<file path="src/rtl/seqPkg.sv">
package seqPkg;
  localparam int LAST_STEP = 6;

  localparam int OP_AND = 0;
  localparam int OP_ADD = 1;
  localparam int OP_LDA = 2;
  localparam int OP_STA = 3;
  localparam int OP_BUN = 4;
  localparam int OP_BSA = 5;
  localparam int OP_ISZ = 6;
  localparam int OP_SYS = 7;

  localparam int SRC_AR = 1;
  localparam int SRC_PC = 2;
  localparam int SRC_DR = 3;
  localparam int SRC_AC = 4;
  localparam int SRC_IR = 5;
  localparam int SRC_TR = 6;
  localparam int SRC_MEM = 7;
  localparam int NUM_SRC = 8;

  typedef enum logic [1:0] {
    ACOP_NONE = 2'd0,
    ACOP_AND  = 2'd1,
    ACOP_ADD  = 2'd2,
    ACOP_LOAD = 2'd3
  } acOp_e;

  typedef struct packed {
    logic scClr;
    logic latchIr;
    logic runClr;
    logic ienSet;
    logic ienClr;
    logic reqClr;
  } seqCmd_t;

  typedef struct packed {
    logic arLd;
    logic arInr;
    logic arClr;
    logic pcLd;
    logic pcInr;
    logic pcClr;
    logic drLd;
    logic drInr;
    logic irLd;
    logic trLd;
    logic memRd;
    logic memWr;
    acOp_e acOp;
    logic [2:0] busSel;
  } dpStrobes_t;
endpackage

</file>
<file path="src/rtl/seqState.sv">
module seqState
  import seqPkg::*;
#(
  parameter int STEP_BITS = 4,
  parameter int OPC_BITS = 3
) (
  input  logic clk,
  input  logic rstN,
  input  logic start,
  input  logic [OPC_BITS:0] irTop,
  input  logic inFlag,
  input  logic outFlag,
  input  seqCmd_t cmd,
  output logic [LAST_STEP:0] tStep,
  output logic [(1<<OPC_BITS)-1:0] opDec,
  output logic indBit,
  output logic running,
  output logic intReq
);
  localparam int NUM_OPS = 1 << OPC_BITS;

  logic [STEP_BITS-1:0] sc;
  logic [NUM_OPS-1:0] nextDec;
  logic ienQ;
  logic fetchStep;
  logic ioPending;

  always_ff @(posedge clk) begin
    if (!rstN) sc <= '0;
    else if (cmd.scClr) sc <= '0;
    else if (running) sc <= sc + 1'b1;
  end

  for (genvar g = 0; g <= LAST_STEP; g++) begin : gStep
    assign tStep[g] = (sc == STEP_BITS'(g));
  end

  for (genvar g = 0; g < NUM_OPS; g++) begin : gOp
    assign nextDec[g] = (irTop[OPC_BITS-1:0] == OPC_BITS'(g));
  end

  always_ff @(posedge clk) begin
    if (!rstN) begin
      opDec <= '0;
      indBit <= 1'b0;
    end else if (cmd.latchIr) begin
      opDec <= nextDec;
      indBit <= irTop[OPC_BITS];
    end
  end

  always_ff @(posedge clk) begin
    if (!rstN) running <= 1'b0;
    else if (cmd.runClr) running <= 1'b0;
    else if (start) running <= 1'b1;
  end

  always_ff @(posedge clk) begin
    if (!rstN) ienQ <= 1'b0;
    else if (cmd.ienClr) ienQ <= 1'b0;
    else if (cmd.ienSet) ienQ <= 1'b1;
  end

  assign fetchStep = |tStep[2:0];
  assign ioPending = inFlag | outFlag;

  always_ff @(posedge clk) begin
    if (!rstN) intReq <= 1'b0;
    else if (cmd.reqClr) intReq <= 1'b0;
    else if (running && !fetchStep && ienQ && ioPending) intReq <= 1'b1;
  end

  AST_STEP_BOUND: assert property (@(posedge clk) disable iff (!rstN)
    sc <= STEP_BITS'(LAST_STEP));
  AST_HALT_FREEZE: assert property (@(posedge clk) disable iff (!rstN)
    !running |=> $stable(sc));
  AST_REQ_NEEDS_ARM: assert property (@(posedge clk) disable iff (!rstN)
    $rose(intReq) |-> $past(ienQ));
  AST_INT_EXIT: assert property (@(posedge clk) disable iff (!rstN)
    cmd.reqClr |=> (!intReq && !ienQ && sc == '0));
endmodule

</file>
<file path="src/rtl/seqLogic.sv">
module seqLogic
  import seqPkg::*;
#(
  parameter int OPC_BITS = 3
) (
  input  logic clk,
  input  logic rstN,
  input  logic [LAST_STEP:0] tStep,
  input  logic [(1<<OPC_BITS)-1:0] opDec,
  input  logic indBit,
  input  logic running,
  input  logic intReq,
  input  logic drZero,
  input  logic irHalt,
  input  logic irIntOn,
  input  logic irIntOff,
  output seqCmd_t cmd,
  output dpStrobes_t dp
);
  logic fetch0, fetch1, fetch2, int0, int1, int2;
  logic memRef, indirect, regCls, ioCls;
  logic andOp, addOp, ldaOp, staOp, bunOp, bsaOp, iszOp;
  logic [NUM_SRC-1:1] srcReq;

  assign fetch0 = running && !intReq && tStep[0];
  assign fetch1 = running && !intReq && tStep[1];
  assign fetch2 = running && !intReq && tStep[2];
  assign int0 = running && intReq && tStep[0];
  assign int1 = running && intReq && tStep[1];
  assign int2 = running && intReq && tStep[2];

  assign memRef = running && !opDec[OP_SYS];
  assign indirect = memRef && indBit && tStep[3];
  assign regCls = running && opDec[OP_SYS] && !indBit && tStep[3];
  assign ioCls = running && opDec[OP_SYS] && indBit && tStep[3];

  assign andOp = memRef && opDec[OP_AND];
  assign addOp = memRef && opDec[OP_ADD];
  assign ldaOp = memRef && opDec[OP_LDA];
  assign staOp = memRef && opDec[OP_STA];
  assign bunOp = memRef && opDec[OP_BUN];
  assign bsaOp = memRef && opDec[OP_BSA];
  assign iszOp = memRef && opDec[OP_ISZ];

  always_comb begin
    srcReq = '0;
    srcReq[SRC_AR] = (bunOp && tStep[4]) || (bsaOp && tStep[5]);
    srcReq[SRC_PC] = fetch0 || int0 || (bsaOp && tStep[4]);
    srcReq[SRC_DR] = iszOp && tStep[6];
    srcReq[SRC_AC] = staOp && tStep[4];
    srcReq[SRC_IR] = fetch2;
    srcReq[SRC_TR] = int1;
    srcReq[SRC_MEM] = fetch1 || indirect || ((andOp || addOp || ldaOp || iszOp) && tStep[4]);
  end

  always_comb begin
    dp = '0;
    for (int c = 1; c < NUM_SRC; c++) begin
      if (srcReq[c]) dp.busSel = dp.busSel | 3'(c);
    end
    dp.memRd = srcReq[SRC_MEM];
    dp.memWr = (staOp && tStep[4]) || (bsaOp && tStep[4]) || (iszOp && tStep[6]) || int1;
    dp.arLd = fetch0 || fetch2 || indirect;
    dp.arInr = bsaOp && tStep[4];
    dp.arClr = int0;
    dp.pcLd = (bunOp && tStep[4]) || (bsaOp && tStep[5]);
    dp.pcInr = fetch1 || (iszOp && tStep[6] && drZero) || int2;
    dp.pcClr = int1;
    dp.drLd = (andOp || addOp || ldaOp || iszOp) && tStep[4];
    dp.drInr = iszOp && tStep[5];
    dp.irLd = fetch1;
    dp.trLd = int0;
    if (andOp && tStep[5]) dp.acOp = ACOP_AND;
    else if (addOp && tStep[5]) dp.acOp = ACOP_ADD;
    else if (ldaOp && tStep[5]) dp.acOp = ACOP_LOAD;
    else dp.acOp = ACOP_NONE;
  end

  always_comb begin
    cmd.latchIr = fetch2;
    cmd.runClr = regCls && irHalt;
    cmd.ienSet = ioCls && irIntOn;
    cmd.ienClr = (ioCls && irIntOff) || int2;
    cmd.reqClr = int2;
    cmd.scClr = regCls || ioCls || int2
             || ((andOp || addOp || ldaOp) && tStep[5])
             || ((staOp || bunOp) && tStep[4])
             || (bsaOp && tStep[5]) || (iszOp && tStep[6]);
  end

  AST_ONE_BUS_SRC: assert property (@(posedge clk) disable iff (!rstN)
    $onehot0(srcReq));
  AST_RD_WR_EXCL: assert property (@(posedge clk) disable iff (!rstN)
    !(dp.memRd && dp.memWr));
  AST_NO_FETCH_IN_INT: assert property (@(posedge clk) disable iff (!rstN)
    intReq |-> !dp.irLd);
  AST_IDLE_QUIET: assert property (@(posedge clk) disable iff (!rstN)
    !running |-> (dp == '0));
endmodule

</file>
<file path="src/rtl/accSequencer.sv">
module accSequencer
  import seqPkg::*;
#(
  parameter int STEP_BITS = 4,
  parameter int OPC_BITS = 3
) (
  input  logic clk,
  input  logic rstN,
  input  logic start,
  input  logic [OPC_BITS:0] irTop,
  input  logic irHalt,
  input  logic irIntOff,
  input  logic irIntOn,
  input  logic drZero,
  input  logic inFlag,
  input  logic outFlag,
  output logic arLd,
  output logic arInr,
  output logic arClr,
  output logic pcLd,
  output logic pcInr,
  output logic pcClr,
  output logic drLd,
  output logic drInr,
  output logic irLd,
  output logic trLd,
  output logic memRd,
  output logic memWr,
  output logic [1:0] acOp,
  output logic [2:0] busSel,
  output logic isRunning
);
  localparam int NUM_OPS = 1 << OPC_BITS;

  seqCmd_t cmd;
  dpStrobes_t dp;
  logic [LAST_STEP:0] tStep;
  logic [NUM_OPS-1:0] opDec;
  logic indBit, running, intReq;

  seqState #(.STEP_BITS(STEP_BITS), .OPC_BITS(OPC_BITS)) uState (
    .clk(clk), .rstN(rstN), .start(start), .irTop(irTop),
    .inFlag(inFlag), .outFlag(outFlag), .cmd(cmd),
    .tStep(tStep), .opDec(opDec), .indBit(indBit),
    .running(running), .intReq(intReq)
  );

  seqLogic #(.OPC_BITS(OPC_BITS)) uLogic (
    .clk(clk), .rstN(rstN), .tStep(tStep), .opDec(opDec),
    .indBit(indBit), .running(running), .intReq(intReq),
    .drZero(drZero), .irHalt(irHalt), .irIntOn(irIntOn),
    .irIntOff(irIntOff), .cmd(cmd), .dp(dp)
  );

  assign arLd = dp.arLd;
  assign arInr = dp.arInr;
  assign arClr = dp.arClr;
  assign pcLd = dp.pcLd;
  assign pcInr = dp.pcInr;
  assign pcClr = dp.pcClr;
  assign drLd = dp.drLd;
  assign drInr = dp.drInr;
  assign irLd = dp.irLd;
  assign trLd = dp.trLd;
  assign memRd = dp.memRd;
  assign memWr = dp.memWr;
  assign acOp = dp.acOp;
  assign busSel = dp.busSel;
  assign isRunning = running;
endmodule

</file>
<file path="config.mk">
export PLATFORM = sky130hd
export DESIGN_NAME = accSequencer
export DESIGN_NICKNAME = d
export VERILOG_FILES = /design/src/rtl/seqPkg.sv /design/src/rtl/seqState.sv /design/src/rtl/seqLogic.sv /design/src/rtl/accSequencer.sv
export SDC_FILE = /design/constraint.sdc
export NUM_CORES = 1
export LEC_CHECK = 0
export ABC_CLOCK_PERIOD_IN_PS = 2600
export BUFFER_PORTS_ARGS = -buffer_cell sky130_fd_sc_hd__buf_4
export CORE_ASPECT_RATIO = 1.4
export CORE_UTILIZATION = 35
export DETAILED_ROUTE_END_ITERATION = 7
export HOLD_SLACK_MARGIN = 0.15
export PLACE_DENSITY = 0.64
export RECOVER_POWER = 25
export SYNTH_ARGS = -nofsm -noshare
export SYNTH_HDL_FRONTEND = slang
export SYNTH_SLANG_ARGS = --single-unit
</file>
<file path="constraint.sdc">
create_clock -name clk -period 2.6 [get_ports clk]
set_input_delay 0.13 -clock clk [delete_from_list [all_inputs] [get_ports clk]]
set_output_delay 0.13 -clock clk [all_outputs]
set_load 0.01 [all_outputs]
</file>
==> flow_summary.toml <==
[detailed_routing]
wl_per_cell_um = 12.8
drt_iter0_markers = 29
first_pass_iters = 6
vias = 1036
detail-route-antenna-nets = 0
finalWirelength_mm = 2.49
viasPerCell = 5.34
drc = 0

[critical_path]
cp.buffers_inverters = 2
cp_max_fo = 9
cp.arrival_ns = 2.28
slowest_delay_ns = 0.51
path_class = "reg -> out"
reg2reg_slack_ns = 0.53
startpoint_type = "flip-flop"
crit_path_start = "uState.sc[1]"
cp.required_ns = 2.47
path_cells = "inv_1, ha_1, nor3b_2, or3_4, or4b_1, buf_4"
slowest_stage = "or4b_1"
crit_family = "simple AND/OR/NAND/NOR gates"
rr_startpoint = "uState.running"
crit_path_end_kind = "primary output"

[sta]
period_share_pct = 92.8
max_freq_mhz = 414
whs_ns = 0.176
finalHoldViolCount = 0
finalSetupViolations = 0
final.setup.tns_ns = 0
rsz0062_at_grt = "no"
skew_ns = 0.00158
worst_pin_slew_ns = 0.698
period_minus_slack_ns = 2.41
relSlewSlack_pct = 52.8
setup_slack_ns = 0.187
drv_slew = 0

[min_path]
hold_start = "start"
min_path_type = "in -> reg"

[floorplanning]
die_area_mm2 = 0.00319
chipHeight_um = 66.5
core_mm2 = 0.00285
io_pins = 31
fp.dieW_um = 48.0
start_util_pct = 36.5
rows = 23

[synth]
syn_nets = 143
synth_top_cell_by_area = "dfxtp_1"
synthFlopType = "dfxtp_1"
syn-cell-area_mm2 = 0.00104
yosysWarnings = 0
seq_area_frac_synth_pct = 30.8
synth_async_sr_flop_share_pct = 0
syn_inst = 126
synth.ff_latch_count = 16
yosysTopAreaCellShare_pct = 30.8
synth_cell_types = 40
synth.area.top_cells = "dfxtp_1 (31%), a21boi_1 (6.5%), nand2_1 (5.1%)"
synth-edff-count = 0
syn_area_per_cell_um2 = 8.24

[place]
place_ws_ns = 0.454
dp_hpwl_mm = 1.97
place.gp.congestion = 0.921
placement.io_buffers = 30

[cts]
cts_num_sinks = 16
clock_path_buffers = 2
clk_pin_slew_ns = 0.06
root_buffer = "clkbuf_8"
worstSkewPairLatency_ns = 0.25
cts_resized = 0
cts-htree-levels = 1
cts_buffers = 3
cts_tree = "yes"

[layout]
areaGrowthSynthToFinish_pct = 28.9
drive_gt1_share_pct = 22.3
num-fill-cells = 296
antenna_cells = 0
multiInputGateArea_um2 = 647
seq_area_um2 = 320
finalNetCount = 175

[grt]
grt_usage_pct = 17.4
grt-ovfl-total = 0
grt_max_degree = 13
antenna_found_initial = 0
grt_pass1_wl_mm = 4.00
grt_pass1_vias = 958

[power]
powerDensity_mw_per_mm2 = 429
peakVddDrop_mv = 0.295
leakage_nw = 0.545

[outcome]
outcome = "complete, no violations"

[job]
cap_violations = 0
## final timing paths
check	endpoint	depth (start not counted)
max	busSel[0]	6
min	uState.running	3
max reg2reg	uState.opDec[1]	4
min reg2reg	uState.opDec[4]	2
## cells in the mapped netlist, types with 3 or more instances
cell type / count
buf_4: 3
and2_1: 3
or4b_1: 3
nor3_1: 4
nand2_1: 14
a31oi_1: 3
nor3b_2: 3
nand4b_1: 4
nor2_1: 8
a21boi_1: 9
ha_1: 4
nand3_1: 3
inv_1: 7
and3_1: 5
dfxtp_1: 16
a21oi_1: 3
## report_power, final
group / total (mW) / internal [mW] / switching (mW)
clock: 0.218 / 0.134 / 0.0840
combinational: 0.0976 / 0.0510 / 0.0466
sequential: 0.258 / 0.250 / 0.00841
## stage by stage
step,power (mW),instances,utilization [%],cell area [µm²]
floorplan,0.318,126,-,1040
global placement,0.357,187,44.8,1280
detailed placement,0.360,187,44.8,1280
CTS,0.579,194,47.8,1360
global route,0.600,194,47.0,1340
finish,0.574,194,47.0,1340
## per-layer routing
layer	GRT usage, %	wire length, µm	share of wire (%)	up-vias
met2	28.4	1270	51	24
met1	20.8	1080	43	489
li1	-	-	-	516
met3	3.25	85	3.4	7
met4	8.68	57	2.3	0
met5	0	0	0	-
## flip-flops by register name, summed over array words and instances, names as in the netlist
| register | cells |
|---|---|
| uState.running | 1 |
| uState.opDec | 8 |
| uState.sc | 4 |
| uState.ienQ | 1 |
| uState.intReq | 1 |
| uState.indBit | 1 |
## layout make-up
class	instances	area share, %
flip-flops and latches	16	23.9
multi-input cells	96	48.3
well taps	37	3.46
repair buffers	34	18.2
clock buffers	4	4.11
inverters	7	1.96
## cells by family (layout without fill, tap and decap cells)
group,count (synthesis),after routing,synth area share (%)
adders and majority gates,4,4,4.82
DFF,16,16,30.8
xor gates and xnor gates,3,3,2.53
muxes,2,2,1.93
buffers and inverters,14,45,6.39
AOI/OAI and AO/OA,25,25,16.4
and+or+nand+nor,62,62,37.1
## worst min-delay path, delay by kind of cell
family / cells / cell delay [ns]
compound gates: 2 / 0.18
buf+inv: 1 / 0.07
## what timing repair did
| item | in CTS | in global routing |
|---|---|---|
| setup buffers | 0 | 0 |
| hold buffers | 3 | 0 |
| endpoints found under the setup margin | 0 | 0 |
| hold endpoints to repair | 3 | 0 |
## cells in the final DEF (no fill, tap or decap), types with 4 or more instances in the layout
master,n
buf_4,26
nor2_1,8
clkbuf_1,5
ha_1,4
nand4b_1,4
clkbuf_8,4
nor3_1,4
a21boi_1,9
nand2_1,14
dfxtp_1,16
inv_1,7
and3_1,5
(Power assumes the default switching activity.)
